==> src/rtl/scaler_pkg.sv <==
`timescale 1ns/1ps
package scaler_pkg;

    typedef enum logic [1:0] {
        ST_ARM = 2'd0,
        ST_RUN = 2'd1,
        ST_END = 2'd2
    } scl_state_e;

    localparam int SCL_ADDR_CFG    = 0;
    localparam int SCL_ADDR_COUNT  = 1;
    localparam int SCL_ADDR_STATUS = 2;

endpackage

==> src/rtl/scl_edge_sync.sv <==
`timescale 1ns/1ps
module scl_edge_sync #(
    parameter int N_LINES = 2,
    parameter int STAGES  = 2
) (
    input  logic               clk,
    input  logic               rst_n,
    input  logic [N_LINES-1:0] lines_i,
    output logic [N_LINES-1:0] rise_o
);

    localparam int TOP = STAGES - 1;

    for (genvar g = 0; g < N_LINES; g++) begin : g_line
        logic [STAGES-1:0] chain_q;
        logic              prev_q;

        always_ff @(posedge clk or negedge rst_n) begin
            if (!rst_n) begin
                chain_q <= '0;
                prev_q  <= 1'b0;
            end else begin
                chain_q <= {chain_q[STAGES-2:0], lines_i[g]};
                prev_q  <= chain_q[TOP];
            end
        end

        assign rise_o[g] = chain_q[TOP] & ~prev_q;

        AST_EDGE_SPACED: assert property (@(posedge clk) disable iff (!rst_n)
            rise_o[g] |=> !rise_o[g]);
    end

endmodule

==> src/rtl/scl_counter_fsm.sv <==
`timescale 1ns/1ps
module scl_counter_fsm
    import scaler_pkg::*;
#(
    parameter int COUNT_W = 16,
    parameter int LIMIT_W = 10
) (
    input  logic               clk,
    input  logic               rst_n,
    input  logic               hit_i,
    input  logic               gate_i,
    input  logic               clr_i,
    input  logic               restart_i,
    input  logic [LIMIT_W-1:0] limit_i,
    input  logic               auto_i,
    output logic [COUNT_W-1:0] count_o,
    output logic               end_pulse_o
);

    localparam logic [COUNT_W-1:0] ONE = COUNT_W'(1);

    scl_state_e         state_q, state_d;
    logic [COUNT_W-1:0] count_q, count_d;
    logic               pulse_q, pulse_d;
    logic [COUNT_W-1:0] limit_ext;
    logic [COUNT_W-1:0] count_inc;
    logic               take_hit;
    logic               limit_zero;

    assign limit_ext  = COUNT_W'(limit_i);
    assign count_inc  = count_q + ONE;
    assign take_hit   = hit_i & gate_i;
    assign limit_zero = (limit_i == '0);

    always_comb begin
        state_d = state_q;
        count_d = count_q;
        pulse_d = 1'b0;
        if (clr_i || restart_i) begin
            state_d = ST_ARM;
            count_d = '0;
        end else begin
            unique case (state_q)
                ST_ARM: begin
                    if (limit_zero) begin
                        state_d = ST_END;
                        pulse_d = 1'b1;
                    end else begin
                        state_d = ST_RUN;
                    end
                end
                ST_RUN: begin
                    if (take_hit) begin
                        count_d = count_inc;
                        if (count_inc == limit_ext) begin
                            state_d = ST_END;
                            pulse_d = 1'b1;
                        end
                    end
                end
                ST_END: begin
                    if (take_hit && auto_i) begin
                        count_d = '0;
                        if (limit_zero) begin
                            pulse_d = 1'b1;
                        end else begin
                            state_d = ST_RUN;
                        end
                    end
                end
                default: begin
                    state_d = ST_ARM;
                    count_d = '0;
                end
            endcase
        end
    end

    // state register
    always_ff @(posedge clk or negedge rst_n) begin
        if (!rst_n) begin
            state_q <= ST_ARM;
        end else begin
            state_q <= state_d;
        end
    end

    // output registers
    always_ff @(posedge clk or negedge rst_n) begin
        if (!rst_n) begin
            count_q <= '0;
            pulse_q <= 1'b0;
        end else begin
            count_q <= count_d;
            pulse_q <= pulse_d;
        end
    end

    assign count_o     = count_q;
    assign end_pulse_o = pulse_q;

    AST_CLEAR_ZERO: assert property (@(posedge clk) disable iff (!rst_n)
        clr_i |=> (count_q == '0 && !pulse_q));

    AST_GATE_BLOCKS: assert property (@(posedge clk) disable iff (!rst_n)
        (!gate_i && !clr_i && !restart_i) |=> $stable(count_q));

    AST_NO_SKIP: assert property (@(posedge clk) disable iff (!rst_n)
        (!clr_i && !restart_i) |=> (count_q == $past(count_q) ||
                                    count_q == $past(count_q) + ONE ||
                                    count_q == '0));

    AST_HOLD_AT_LIMIT: assert property (@(posedge clk) disable iff (!rst_n)
        (state_q == ST_END && !auto_i && !clr_i && !restart_i) |=> $stable(count_q));

    AST_RUN_BELOW: assert property (@(posedge clk) disable iff (!rst_n)
        (state_q == ST_RUN) |-> (count_q < limit_ext));

    AST_PULSE_ONE_CYCLE: assert property (@(posedge clk) disable iff (!rst_n)
        pulse_q |=> !pulse_q);

    AST_PULSE_AT_LIMIT: assert property (@(posedge clk) disable iff (!rst_n)
        pulse_q |-> (count_q == limit_ext));

endmodule

==> src/rtl/scl_regs.sv <==
`timescale 1ns/1ps
module scl_regs
    import scaler_pkg::*;
#(
    parameter int ADDR_W    = 2,
    parameter int DATA_W    = 16,
    parameter int LIMIT_W   = 10,
    parameter int LIMIT_RST = 1023
) (
    input  logic               clk,
    input  logic               rst_n,
    input  logic               wr_en_i,
    input  logic [ADDR_W-1:0]  wr_addr_i,
    input  logic [DATA_W-1:0]  wr_data_i,
    input  logic [ADDR_W-1:0]  rd_addr_i,
    output logic [DATA_W-1:0]  rd_data_o,
    input  logic [DATA_W-1:0]  count_i,
    input  logic               end_pulse_i,
    output logic [LIMIT_W-1:0] limit_o,
    output logic               auto_o,
    output logic               src_sel_o,
    output logic               restart_o
);

    localparam int CFG_W   = LIMIT_W + 2;
    localparam int BIT_AUT = LIMIT_W;
    localparam int BIT_SRC = LIMIT_W + 1;
    localparam logic [CFG_W-1:0] CFG_RST = CFG_W'(LIMIT_RST);
    localparam logic [ADDR_W-1:0] A_CFG = ADDR_W'(SCL_ADDR_CFG);
    localparam logic [ADDR_W-1:0] A_CNT = ADDR_W'(SCL_ADDR_COUNT);
    localparam logic [ADDR_W-1:0] A_STA = ADDR_W'(SCL_ADDR_STATUS);

    logic [CFG_W-1:0] cfg_q;
    logic             cfg_hit;
    logic             unused_wr_bits;

    assign cfg_hit        = wr_en_i && (wr_addr_i == A_CFG);
    assign unused_wr_bits = ^wr_data_i[DATA_W-1:CFG_W];

    always_ff @(posedge clk or negedge rst_n) begin
        if (!rst_n) begin
            cfg_q <= CFG_RST;
        end else if (cfg_hit) begin
            cfg_q <= wr_data_i[CFG_W-1:0];
        end
    end

    assign limit_o   = cfg_q[LIMIT_W-1:0];
    assign auto_o    = cfg_q[BIT_AUT];
    assign src_sel_o = cfg_q[BIT_SRC];
    assign restart_o = cfg_hit;

    always_comb begin
        rd_data_o = '0;
        case (rd_addr_i)
            A_CFG:   rd_data_o = DATA_W'(cfg_q);
            A_CNT:   rd_data_o = count_i;
            A_STA:   rd_data_o = DATA_W'(end_pulse_i);
            default: rd_data_o = '0;
        endcase
    end

    AST_RO_IGNORED: assert property (@(posedge clk) disable iff (!rst_n)
        (wr_en_i && wr_addr_i != A_CFG) |=> $stable(cfg_q));

endmodule

==> src/rtl/hit_scaler.sv <==
`timescale 1ns/1ps
module hit_scaler #(
    parameter int COUNT_W     = 16,
    parameter int LIMIT_W     = 10,
    parameter int SYNC_STAGES = 2,
    parameter int ADDR_W      = 2,
    parameter int LIMIT_RST   = 1023
) (
    input  logic               clk,
    input  logic               rst_n,
    input  logic               src_a_i,
    input  logic               src_b_i,
    input  logic               gate_i,
    input  logic               clr_i,
    input  logic               wr_en_i,
    input  logic [ADDR_W-1:0]  wr_addr_i,
    input  logic [COUNT_W-1:0] wr_data_i,
    input  logic [ADDR_W-1:0]  rd_addr_i,
    output logic [COUNT_W-1:0] rd_data_o,
    output logic               end_pulse_o
);

    localparam int N_LINES = 2;

    logic [N_LINES-1:0] lines;
    logic [N_LINES-1:0] rises;
    logic               hit;
    logic [LIMIT_W-1:0] limit;
    logic               auto_rst;
    logic               src_sel;
    logic               restart;
    logic [COUNT_W-1:0] count;
    logic               pulse;

    assign lines = {src_b_i, src_a_i};
    assign hit   = rises[src_sel];

    scl_edge_sync #(
        .N_LINES (N_LINES),
        .STAGES  (SYNC_STAGES)
    ) u_sync (
        .clk     (clk),
        .rst_n   (rst_n),
        .lines_i (lines),
        .rise_o  (rises)
    );

    scl_counter_fsm #(
        .COUNT_W (COUNT_W),
        .LIMIT_W (LIMIT_W)
    ) u_fsm (
        .clk         (clk),
        .rst_n       (rst_n),
        .hit_i       (hit),
        .gate_i      (gate_i),
        .clr_i       (clr_i),
        .restart_i   (restart),
        .limit_i     (limit),
        .auto_i      (auto_rst),
        .count_o     (count),
        .end_pulse_o (pulse)
    );

    scl_regs #(
        .ADDR_W    (ADDR_W),
        .DATA_W    (COUNT_W),
        .LIMIT_W   (LIMIT_W),
        .LIMIT_RST (LIMIT_RST)
    ) u_regs (
        .clk         (clk),
        .rst_n       (rst_n),
        .wr_en_i     (wr_en_i),
        .wr_addr_i   (wr_addr_i),
        .wr_data_i   (wr_data_i),
        .rd_addr_i   (rd_addr_i),
        .rd_data_o   (rd_data_o),
        .count_i     (count),
        .end_pulse_i (pulse),
        .limit_o     (limit),
        .auto_o      (auto_rst),
        .src_sel_o   (src_sel),
        .restart_o   (restart)
    );

    assign end_pulse_o = pulse;

    AST_CFG_RESTART: assert property (@(posedge clk) disable iff (!rst_n)
        (wr_en_i && wr_addr_i == ADDR_W'(0)) |=> (count == '0 && !pulse));

endmodule

==> config.mk <==
export PLATFORM = sky130hd
export DESIGN_NAME = hit_scaler
export DESIGN_NICKNAME = d
export VERILOG_FILES = /design/src/rtl/scaler_pkg.sv /design/src/rtl/scl_edge_sync.sv /design/src/rtl/scl_counter_fsm.sv /design/src/rtl/scl_regs.sv /design/src/rtl/hit_scaler.sv
export SDC_FILE = /design/constraint.sdc
export NUM_CORES = 1
export LEC_CHECK = 0
export BUFFER_PORTS_ARGS = -buffer_cell sky130_fd_sc_hd__buf_2
export CAP_MARGIN = 20
export CORE_MARGIN = 5
export CORE_UTILIZATION = 50
export CTS_CLUSTER_SIZE = 12
export DETAILED_ROUTE_END_ITERATION = 7
export PLACE_DENSITY = 0.73
export RECOVER_POWER = 100
export SLEW_MARGIN = 20
export SYNTH_ARGS = -nofsm -noshare
export SYNTH_HDL_FRONTEND = slang
export SYNTH_SLANG_ARGS = --single-unit
==> constraint.sdc <==
create_clock -name clk -period 2.3 [get_ports clk]
set_clock_uncertainty 0.1 [all_clocks]
set_input_delay 0.23 -clock clk [delete_from_list [all_inputs] [get_ports clk]]
set_output_delay 0.23 -clock clk [all_outputs]
set_load 0.01 [all_outputs]
==> metrics.md, run 1 <==
| Metric | Value |
|---|---|
| Clk root buf | `clkbuf_8` |
| Pre-antenna DRT Iters | `4` |
| CTS Buf Count | `5` |
| Min-delay worst type | `in -> reg` |
| YS warnings | `0` |
| CTS clk-pin slew, worst paths | `0.08 ns` |
| Seq/Total Area, Yosys | `0.400` |
| Status | `finished clean` |
| Grt ovf | `0` |
| Global routing usage on met2 | `0.321` |
| Synth area leaders | `dfrtp_1 (29%), dfstp_2 (11%), mux2_2 (5.8%)` |
| Routability cong. | `0.852` |
| Post-synth top area cell | `dfrtp_1` |
| Die Area | `0.00617 mm^2` |
| Hold Vio Cnt, Final | `0` |
| Worst Path Required | `2.37 ns` |
| Cell with the most instances after synthesis | `dfrtp_1` |
| Final Slew Violations | `0` |
| # DRC | `0` |
| DR WL/cell | `16.2 um` |
| Netlist Area Pre-Place | `0.00235 mm^2` |
| First-pass GRT wire length | `9.65 mm` |
| Period utilization | `0.956` |
| I/O Buffers | `39` |
| Rel. slew slack | `0.336` |
| Die W | `78.5 um` |
| Crit end category | `register` |
| Crit path DAT | `2.26 ns` |
| Synthesis-stage register bit count | `37` |
| R2r worst-path depth | `7` |
| Worst-Margin Slew | `~1 ns` |
| Tmin final | `2.20 ns` |
| Max incr delay on CP | `0.45 ns` |
| Pwr/cell area | `607 mW/mm^2` |
| Initial cell density of the core | `0.507` |
| Min-Delay Endpoint | `u_regs.cfg_q[3]` |
| Multi-input logic area | `0.00132 mm^2` |
| Area share of the leading cell type in the synthesized netlist | `0.288` |
| Peak supply drop | `0.472 mV` |
| FMAX | `0.455 GHz` |
| Vias in the first global route | `2,026` |
| Leakage | `roughly 1.2 nW` |
| Initial antenna violation count | `0` |
| Worst setup SP type | `register` |
| Reg area | `roughly 940 um^2` |
| Slowest CP cell | `dfrtp_1` |
| Grt met1 use | `0.251` |
| Fin nets | `approximately 330` |
| Layout filler cell count | `423` |
| Share of cells above drive strength 1 | `0.262` |
| Most instantiated cells after synthesis | `dfrtp_1 (27), nor2_1 (25), o21ai_0 (25), nand2_1 (17)` |
| Die Height | `slightly below 80 um` |
| Setup violators final | `0` |
| Antenna diodes | `0` |
| Worst reg2reg startpoint | `u_fsm.count_o[1]` |
| Synth async-reset ratio | `1.00` |
| Synthesized area per cell | `9.47 um^2` |
| Tot GR Track Use | `0.196` |
| Worst-path cell chain | `ha_1 -> and3_1 -> nand3_1 -> o311ai_0 -> buf_4 -> and4b_1 -> o22ai_1` |
| Top Usage Layer GRT | `met2` |
| CTS max path bufs | `2` |
| Initial DRC count | `79` |
| Htree depth | `2` |
| Core footprint | `0.00463 mm^2` |
| Vias per cell | `5.88` |
| CTS tree | `done` |
| Post-synth net total | `276` |
| # IOs | `44` |
| DP HPWL | `about 4.1 mm` |
| Met3 Use GR | `0.0436` |
| Total wire length | `5.69 mm` |
| Area grow syn2layout | `18.4%` |
| Setup TNS | `0 ns` |
| Final Total Pwr | `roughly 0.0017 W` |
| Hold Crit Depth | `2` |
| Yosys cell types | `52` |
| Max-Cap Viols | `0` |
| Main synth FF type | `dfrtp_1` |
| Placement Rows | `25` |
| # clock sinks | `37` |
| Post-synth EDFFs | `0` |
| Unrepaired setup endpoints after global routing | `no` |
| FF-to-FF End | `u_fsm.state_q[0]` |
| Largest net degree at the start of global routing | `38` |
| Gate Count Post-Synth | `about 250` |
| Clock Latency Late Sink | `0.29 ns` |
| Worst-path fanout max | `6` |
| Hold Startpoint | `wr_data_i[3]` |
| Via count | `2,070` |
| Flop2flop setup slack | `0.10 ns` |
| Antenna-violating nets left | `0` |
| Setup Crit Path Kind | `reg -> reg` |
## layer usage
layer / vias to the layer above / routed length [um]
li1: 997 / -
met1: 1001 / 2580
met2: 61 / 2730
met3: 11 / 278
met4: 0 / 98
met5: - / 0
## repair_timing
action                     in CTS  in global routing
hold endpoints to repair       29                  0
buffers inserted                0                  0
hold buffers                    3                  0
setup endpoints to repair       0                  1
resized for setup               0                  1
## worst max-delay path, delay by kind of cell, from the launching register on
kind | cells | cell delay (ns)
compound gates | 2 | 0.51
fa+ha+maj | 1 | 0.28
buf+inv | 1 | 0.19
flops | 1 | 0.45
simple gates | 3 | 0.54
## through the flow
stage,area [um^2],setup WS (ns),hold slack [ns],util,cells
2_1_floorplan,2350,0.166,-0.166,-,248
3_3_place_gp,2650,0.162,0.234,0.573,341
3_5_place_dp,2650,0.153,0.241,0.573,341
4_1_cts,2800,0.114,0.0610,0.605,352
5_1_grt,2780,0.0367,0.0585,0.601,352
6_report,2780,0.102,0.0631,0.601,352
## cells by family (layout without fill, tap and decap cells)
logic type      after synthesis  count (layout)  synth area share
xor+xnor                     18              18            0.0735
fa+ha+maj                     1               1           0.00533
buf+inv                      19              69            0.0416
simple gates                 98              98             0.236
mux                          25              25             0.113
compound gates               50              50             0.131
flops                        37              37             0.400
## layout make-up
cell class,instances,area share
clock buffer,6,0.0297
clock inverter,2,0.0135
inverter,1,0.00135
multi-input combinational,192,0.473
sequential,37,0.337
tap,54,0.0243
timing repair buffer,60,0.121
## state kept, by name, summed over array words and instances (netlist names)
signal,flops
u_fsm.count_o,16
u_sync.g_line.prev_q,2
u_regs.cfg_q,12
u_sync.g_line.chain_q,4
u_fsm.end_pulse_o,1
u_fsm.state_q,2
## how the worst max path moves through the flow
stage,slack (ns),startpoint,end,cells past startpoint
floorplan,0.17,u_fsm.count_o[0],u_fsm.state_q[0],8
global placement,0.16,u_fsm.count_o[1],u_fsm.state_q[0],7
detailed placement,0.15,u_fsm.count_o[1],u_fsm.state_q[0],7
CTS,0.11,u_fsm.count_o[1],u_fsm.state_q[0],7
global route,0.04,u_fsm.count_o[1],u_fsm.state_q[0],7
finish,0.10,u_fsm.count_o[1],u_fsm.state_q[0],7
## power breakdown
group / internal (W) / switching (W)
combinational: 0.000150 / 0.000148
clock: 0.000353 / 0.000249
sequential: 0.000726 / 0.0000631
## cell usage in the layout, fill, tap and decap left out, types with 12 or more instances in the layout
cell type,count
nand2_1,17
clkbuf_1,15
buf_2,25
xnor2_1,13
mux2i_1,13
buf_4,16
o21ai_0,25
dfrtp_1,27
nor2_1,25
mux2_2,12
(Power assumes the default switching activity.)
==> run 2: changes to the inputs <==
--- a/config.mk
+++ b/config.mk
@@ -7,7 +7,7 @@
 export LEC_CHECK = 0
 export BUFFER_PORTS_ARGS = -buffer_cell sky130_fd_sc_hd__buf_2
 export CAP_MARGIN = 20
-export CORE_MARGIN = 5
+export CORE_MARGIN = 10
 export CORE_UTILIZATION = 50
 export CTS_CLUSTER_SIZE = 12
 export DETAILED_ROUTE_END_ITERATION = 7
==> metrics.md, run 2 (synthesized netlist as in run 1, its figures left out) <==
| Metric | Value |
|---|---|
| # IOs | `44 (unchanged)` |
| First-pass GRT wire length | `9.90 mm (+2.6%)` |
| Worst Path Required | `2.38 ns (about the same)` |
| Status | `finished clean` |
| Initial cell density of the core | `0.528 (+0.0211)` |
| Die Height | `88.5 um (+13%)` |
| Setup TNS | `0 ns (unchanged)` |
| Crit end category | `register` |
| Post-CTS Setup Bufs | `0 (unchanged)` |
| CTS tree | `done` |
| Setup violators final | `0 (unchanged)` |
| Rel. slew slack | `0.337 (+0.00144)` |
| Highest routed layer | `met4` |
| Period utilization | `0.951 (-0.00468)` |
| Most common cell after layout, fill and taps aside | `dfrtp_1` |
| Final Cell Area | `0.00281 mm^2 (+0.85%)` |
| Clock Latency Late Sink | `0.29 ns (about the same)` |
| Vias per cell | `5.80 (-1.4%)` |
| Htree depth | `2 (unchanged)` |
| Share of cells above drive strength 1 | `0.277 (+0.0155)` |
| Leakage | `1.21 nW (+1.6%)` |
| Total wire length | `5.77 mm (+1.4%)` |
| # clock sinks | `37 (unchanged)` |
| Core footprint | `0.00444 mm^2 (-4.0%)` |
| Grt ovf | `0 (unchanged)` |
| Tmin final | `2.19 ns (-0.0108 ns)` |
| Met1 WL | `2.51 mm (-2.7%)` |
| Setup Crit Path Kind | `reg -> reg` |
| DR WL/cell | `16.2 um (+0.53%)` |
| Dpl cell area | `0.00269 mm^2 (+1.3%)` |
| Routability cong. | `0.909 (+6.7%)` |
| Vias in the first global route | `2,101 (+3.7%)` |
| I/O Buffers | `39 (unchanged)` |
| Layout filler cell count | `381 (-9.9%)` |
| Commonest non-fill, non-tap cells in the layout | `dfrtp_1 (27), nor2_1 (25), o21ai_0 (25), buf_2 (24), buf_4 (22)` |
| Max-Cap Viols | `0 (unchanged)` |
| Antenna diodes | `0 (unchanged)` |
| FMAX | `0.457 GHz (+0.49%)` |
| Unrepaired setup endpoints after global routing | `no` |
| Worst setup SP type | `register` |
| CTS clk-pin slew, worst paths | `0.08 ns (about the same)` |
| Pwr/cell area | `590 mW/mm^2 (-2.9%)` |
| Crit path DAT | `2.27 ns (about the same)` |
| Met2 wire length | `2.66 mm (-2.6%)` |
| DP HPWL | `4.29 mm (+3.9%)` |
| Max FFs per register | `16 (unchanged)` |
| Placement Rows | `24 (-4.0%)` |
| Die W | `88.5 um (+13%)` |
| Peak supply drop | `0.399 mV (-16%)` |
| # DRC | `0 (unchanged)` |
| Largest net degree at the start of global routing | `38 (unchanged)` |
| Area grow syn2layout | `19.4%` |
| Die Area | `0.00784 mm^2 (+27%)` |
| Pre-antenna DRT Iters | `4 (unchanged)` |
| Min-delay worst type | `in -> reg` |
| Met3 WL | `528 um (+90%)` |
| Antenna-violating nets left | `0 (unchanged)` |
| Initial antenna violation count | `0 (unchanged)` |
| CTS Buf Count | `5 (unchanged)` |
| Via count | `2,058 (-0.58%)` |
| Clk root buf | `clkbuf_8` |
| Worst-Margin Slew | `0.994 ns (-0.00215 ns)` |
| Final Slew Violations | `0 (unchanged)` |
| Worst-path fanout max | `18 (+12)` |
| Fin nets | `330 (+1.5%)` |
| Tot GR Track Use | `0.158 (-0.0379)` |
| CTS max path bufs | `2 (unchanged)` |
| Initial DRC count | `237 (+200%)` |
| Hold Vio Cnt, Final | `0 (unchanged)` |
==> run 2: cell count changes in the layout (fill, tap and decap cells not counted), sizes merged <==
cell      delta
buf          +5
clkinvlp     -1
clkinv       +1
==> run 2: path summary, 6_finish.rpt <==
path	cells after the start	slack [ns]	end	start
min in group asynchronous	2	0.50	u_fsm.count_o[8]	rst_n
hold reg to reg	0	0.25	u_sync.g_line[1].chain_q[1]	u_sync.g_line[1].chain_q[0]
max in group asynchronous	2	1.02	u_sync.g_line[1].prev_q	rst_n
setup reg to reg	7	0.11	u_fsm.count_o[6]	u_sync.g_line[0].chain_q[1]
hold / removal	2	0.07	u_regs.cfg_q[5]	wr_data_i[5]
setup / recovery	7	0.11	u_fsm.count_o[6]	u_sync.g_line[0].chain_q[1]
==> run 2: area by class of cell <==
type	count	area, um^2	share of cell area
sequential	37	938	0.335
multi-input combinational	192	1310	0.467
inverter	1	3.75	0.00134
clock inverter	2	38.8	0.0138
clock buffer	6	72.6	0.0259
tap	52	65.1	0.0232
timing repair buffer	65	377	0.134
==> run 2: per-layer routing <==
metal | vias to the layer above | track usage
li1 | 1012 | -
met1 | 966 | 0.213
met2 | 73 | 0.241
met3 | 7 | 0.0432
met4 | 0 | 0.0485
met5 | - | 0
==> run 2: critical path, cell delays in order, from the launching register on <==
cell      delay, ns
dfrtp_1        0.38
or3b_1         0.16
a21boi_1       0.05
buf_4          0.15
a211o_1        0.30
a21oi_2        0.59
o21ai_0        0.24
o41ai_1        0.11
==> run 2: what timing repair did <==
item	CTS	global route
gates resized for setup	0	1
endpoints found under the hold margin	29	0
hold buffers	3	0
setup endpoints to repair	0	1
==> run 2: stage by stage <==
step	power, W	hold WS (ns)	instances	setup slack [ns]	util
after CTS	0.00167	0.0617	355	0.0861	0.637
final	0.00165	0.0685	355	0.112	0.631
after floorplan	0.000987	-0.166	248	0.166	-
after global routing	0.00174	0.0635	355	0.00128	0.631
after detailed placement	0.00110	0.240	344	0.110	0.605
after global placement	0.00109	0.234	344	0.219	0.605
==> run 2: where the power goes <==
group	internal (W)	leakage [nW]	switching, W
Sequential	0.000727	0.462	0.0000625
Combinational	0.000152	0.694	0.000145
Clock	0.000326	0.0554	0.000242
Total	0.00120	1.21	0.000450
==> run 3: changes to the inputs <==
==> constraint.sdc (replaced) <==
create_clock -name clk -period 2.3 [get_ports clk]
set_clock_uncertainty 0.1 [all_clocks]
set_input_delay 0.46 -clock clk [delete_from_list [all_inputs] [get_ports clk]]
set_output_delay 0.46 -clock clk [all_outputs]
set_load 0.01 [all_outputs]
==> metrics.md, run 3 (synthesized netlist as in run 1, its figures left out) <==
| Metric | Value |
|---|---|
| Status | `finished clean` |
| Peak supply drop | `0.419 mV (+5.1%)` |
| Antenna diodes | `0 (unchanged)` |
| Fin util | `0.628 (-0.00310)` |
| Rel. slew slack | `0.449 (+0.112)` |
| Worst reg2reg startpoint | `u_fsm.count_o[0]` |
| Slowest CP cell | `dfrtp_1` |
| Clock Latency Late Sink | `0.29 ns (about the same)` |
| Post-CTS Setup Bufs | `0 (unchanged)` |
| Setup violators final | `0 (unchanged)` |
| # clock sinks | `37 (unchanged)` |
| Initial cell density of the core | `0.528 (unchanged)` |
| Max-Cap Viols | `0 (unchanged)` |
| Worst-path fanout max | `4 (-14)` |
| Initial antenna violation count | `0 (unchanged)` |
| Vias per cell | `5.90 (+1.7%)` |
| Core footprint | `0.00444 mm^2 (unchanged)` |
| Pwr/cell area | `598 mW/mm^2 (+1.3%)` |
| Htree depth | `2 (unchanged)` |
| R2r worst-path depth | `8 (+1)` |
| Crit path to | `u_fsm.state_q[0]` |
| Worst-Margin Slew | `0.826 ns (-0.168 ns)` |
| Die W | `88.5 um (unchanged)` |
| Max FFs per register | `16 (unchanged)` |
| Tmin final | `2.12 ns (-0.0644 ns)` |
| Initial DRC count | `202 (-15%)` |
| Routability cong. | `0.899 (-1.1%)` |
| Setup Crit Path Kind | `reg -> reg` |
| Max incr delay on CP | `0.43 ns (-0.16 ns)` |
| Via count | `2,088 (+1.5%)` |
| Leakage | `1.21 nW (about the same)` |
| CP Launch Point | `u_fsm.count_o[0]` |
| Total wire length | `6.05 mm (+5.0%)` |
| Worst-path cell chain | `ha_1 -> buf_4 -> nand3_2 -> nor4_4 -> xor2_1 -> nor4_1 -> and4b_1 -> o22ai_1` |
| Layout filler cell count | `382 (+0.26%)` |
| Final Cell Area | `0.00279 mm^2 (-0.49%)` |
| FF-to-FF End | `u_fsm.state_q[0]` |
| Setup TNS | `0 ns (unchanged)` |
| CTS max path bufs | `2 (unchanged)` |
| CTS Buf Count | `5 (unchanged)` |
| Die Area | `0.00784 mm^2 (unchanged)` |
| DP HPWL | `4.42 mm (+3.2%)` |
| Hold Vio Cnt, Final | `0 (unchanged)` |
| Share of cells above drive strength 1 | `0.285 (+0.00754)` |
| Worst Path Required | `2.37 ns (about the same)` |
| Commonest non-fill, non-tap cells in the layout | `dfrtp_1 (27), nor2_1 (25), o21ai_0 (25), buf_2 (24), buf_4 (24)` |
| Die Height | `88.5 um (unchanged)` |
| Period utilization | `0.923 (-0.0280)` |
| I/O Buffers | `39 (unchanged)` |
| FMAX | `0.471 GHz (+3.0%)` |
| Worst setup SP type | `register` |
| CTS clk-pin slew, worst paths | `0.08 ns (about the same)` |
| Tot GR Track Use | `0.166 (+0.00763)` |
| Vias in the first global route | `2,165 (+3.0%)` |
| Crit end category | `register` |
| Min-delay worst type | `in -> async` |
| Grt ovf | `0 (unchanged)` |
| Fin nets | `329 (-0.30%)` |
| Crit path DAT | `2.19 ns (-0.08 ns)` |
| Placement Rows | `24 (unchanged)` |
| Dpl cell area | `0.00270 mm^2 (+0.56%)` |
| Final Slew Violations | `0 (unchanged)` |
| Antenna-violating nets left | `0 (unchanged)` |
| Flop2flop setup slack | `0.18 ns (+0.06 ns)` |
| # DRC | `0 (unchanged)` |
| Final hold slack | `0.158 ns (+0.0896 ns)` |
| First-pass GRT wire length | `10.3 mm (+4.5%)` |
| DR WL/cell | `17.1 um (+5.3%)` |
| Area grow syn2layout | `18.9%` |
| Largest net degree at the start of global routing | `38 (unchanged)` |
| Most common cell after layout, fill and taps aside | `dfrtp_1` |
| Pre-antenna DRT Iters | `4 (unchanged)` |
| # IOs | `44 (unchanged)` |
| CTS tree | `done` |
| Unrepaired setup endpoints after global routing | `no` |
| Clk root buf | `clkbuf_8` |
[run 3: layer usage]
layer  share of wire  vias to the layer above  wire, um  track usage
li1                -                     1004         -            -
met1            0.46                      978      2770        0.217
met2            0.45                       92      2720        0.260
met3           0.073                       14       442       0.0404
met4           0.020                        0       122       0.0602
met5               0                        -         0            0
[run 3: cell type report]
class                   instances  area (um^2)  area share
repair buffers                 64          362       0.130
flip-flops and latches         37          938       0.336
well taps                      52         65.1      0.0233
inverters                       1         3.75     0.00134
clock buffers                   6         72.6      0.0260
multi-input cells             192         1310       0.470
clock inverters                 2         38.8      0.0139
[run 3: worst max-delay path: cells and delay by family (launching register included)]
kind / cells / cell delay, ns
buffers and inverters: 1 / 0.14
and+or+nand+nor: 4 / 0.94
AOI/OAI and AO/OA: 1 / 0.07
xor gates and xnor gates: 1 / 0.14
DFF: 1 / 0.43
adders and majority gates: 1 / 0.19
[run 3: worst min path at each step]
stage / start / end / slack (ns) / cells after the start
after floorplan: rst_n / u_fsm.count_o[0] / 0.06 / 0
after global placement: u_sync.g_line[0].chain_q[0] / u_sync.g_line[0].chain_q[1] / 0.23 / 0
after detailed placement: u_sync.g_line[0].chain_q[0] / u_sync.g_line[0].chain_q[1] / 0.24 / 0
after CTS: src_a_i / u_sync.g_line[0].chain_q[0] / 0.17 / 1
after global routing: src_b_i / u_sync.g_line[1].chain_q[0] / 0.16 / 1
final: rst_n / u_fsm.count_o[0] / 0.16 / 1
[run 3: repair_timing]
item	4_1_cts	5_1_grt
gates resized for setup	0	1
setup endpoints to repair	0	10
hold buffers	0	0
[run 3: power by group]
part | switching [W] | internal, W | leakage, nW
logic | 0.000150 | 0.000150 | 0.694
clock network | 0.000254 | 0.000326 | 0.0554
registers | 0.0000613 | 0.000727 | 0.462
[run 3: through the flow]
stage | instances | power, W | worst slack, ns
2_1_floorplan | 248 | 0.000987 | 0.166
3_3_place_gp | 346 | 0.00109 | 0.172
3_5_place_dp | 346 | 0.00110 | 0.120
4_1_cts | 354 | 0.00168 | 0.0806
5_1_grt | 354 | 0.00175 | 0.0363
6_report | 354 | 0.00167 | 0.177
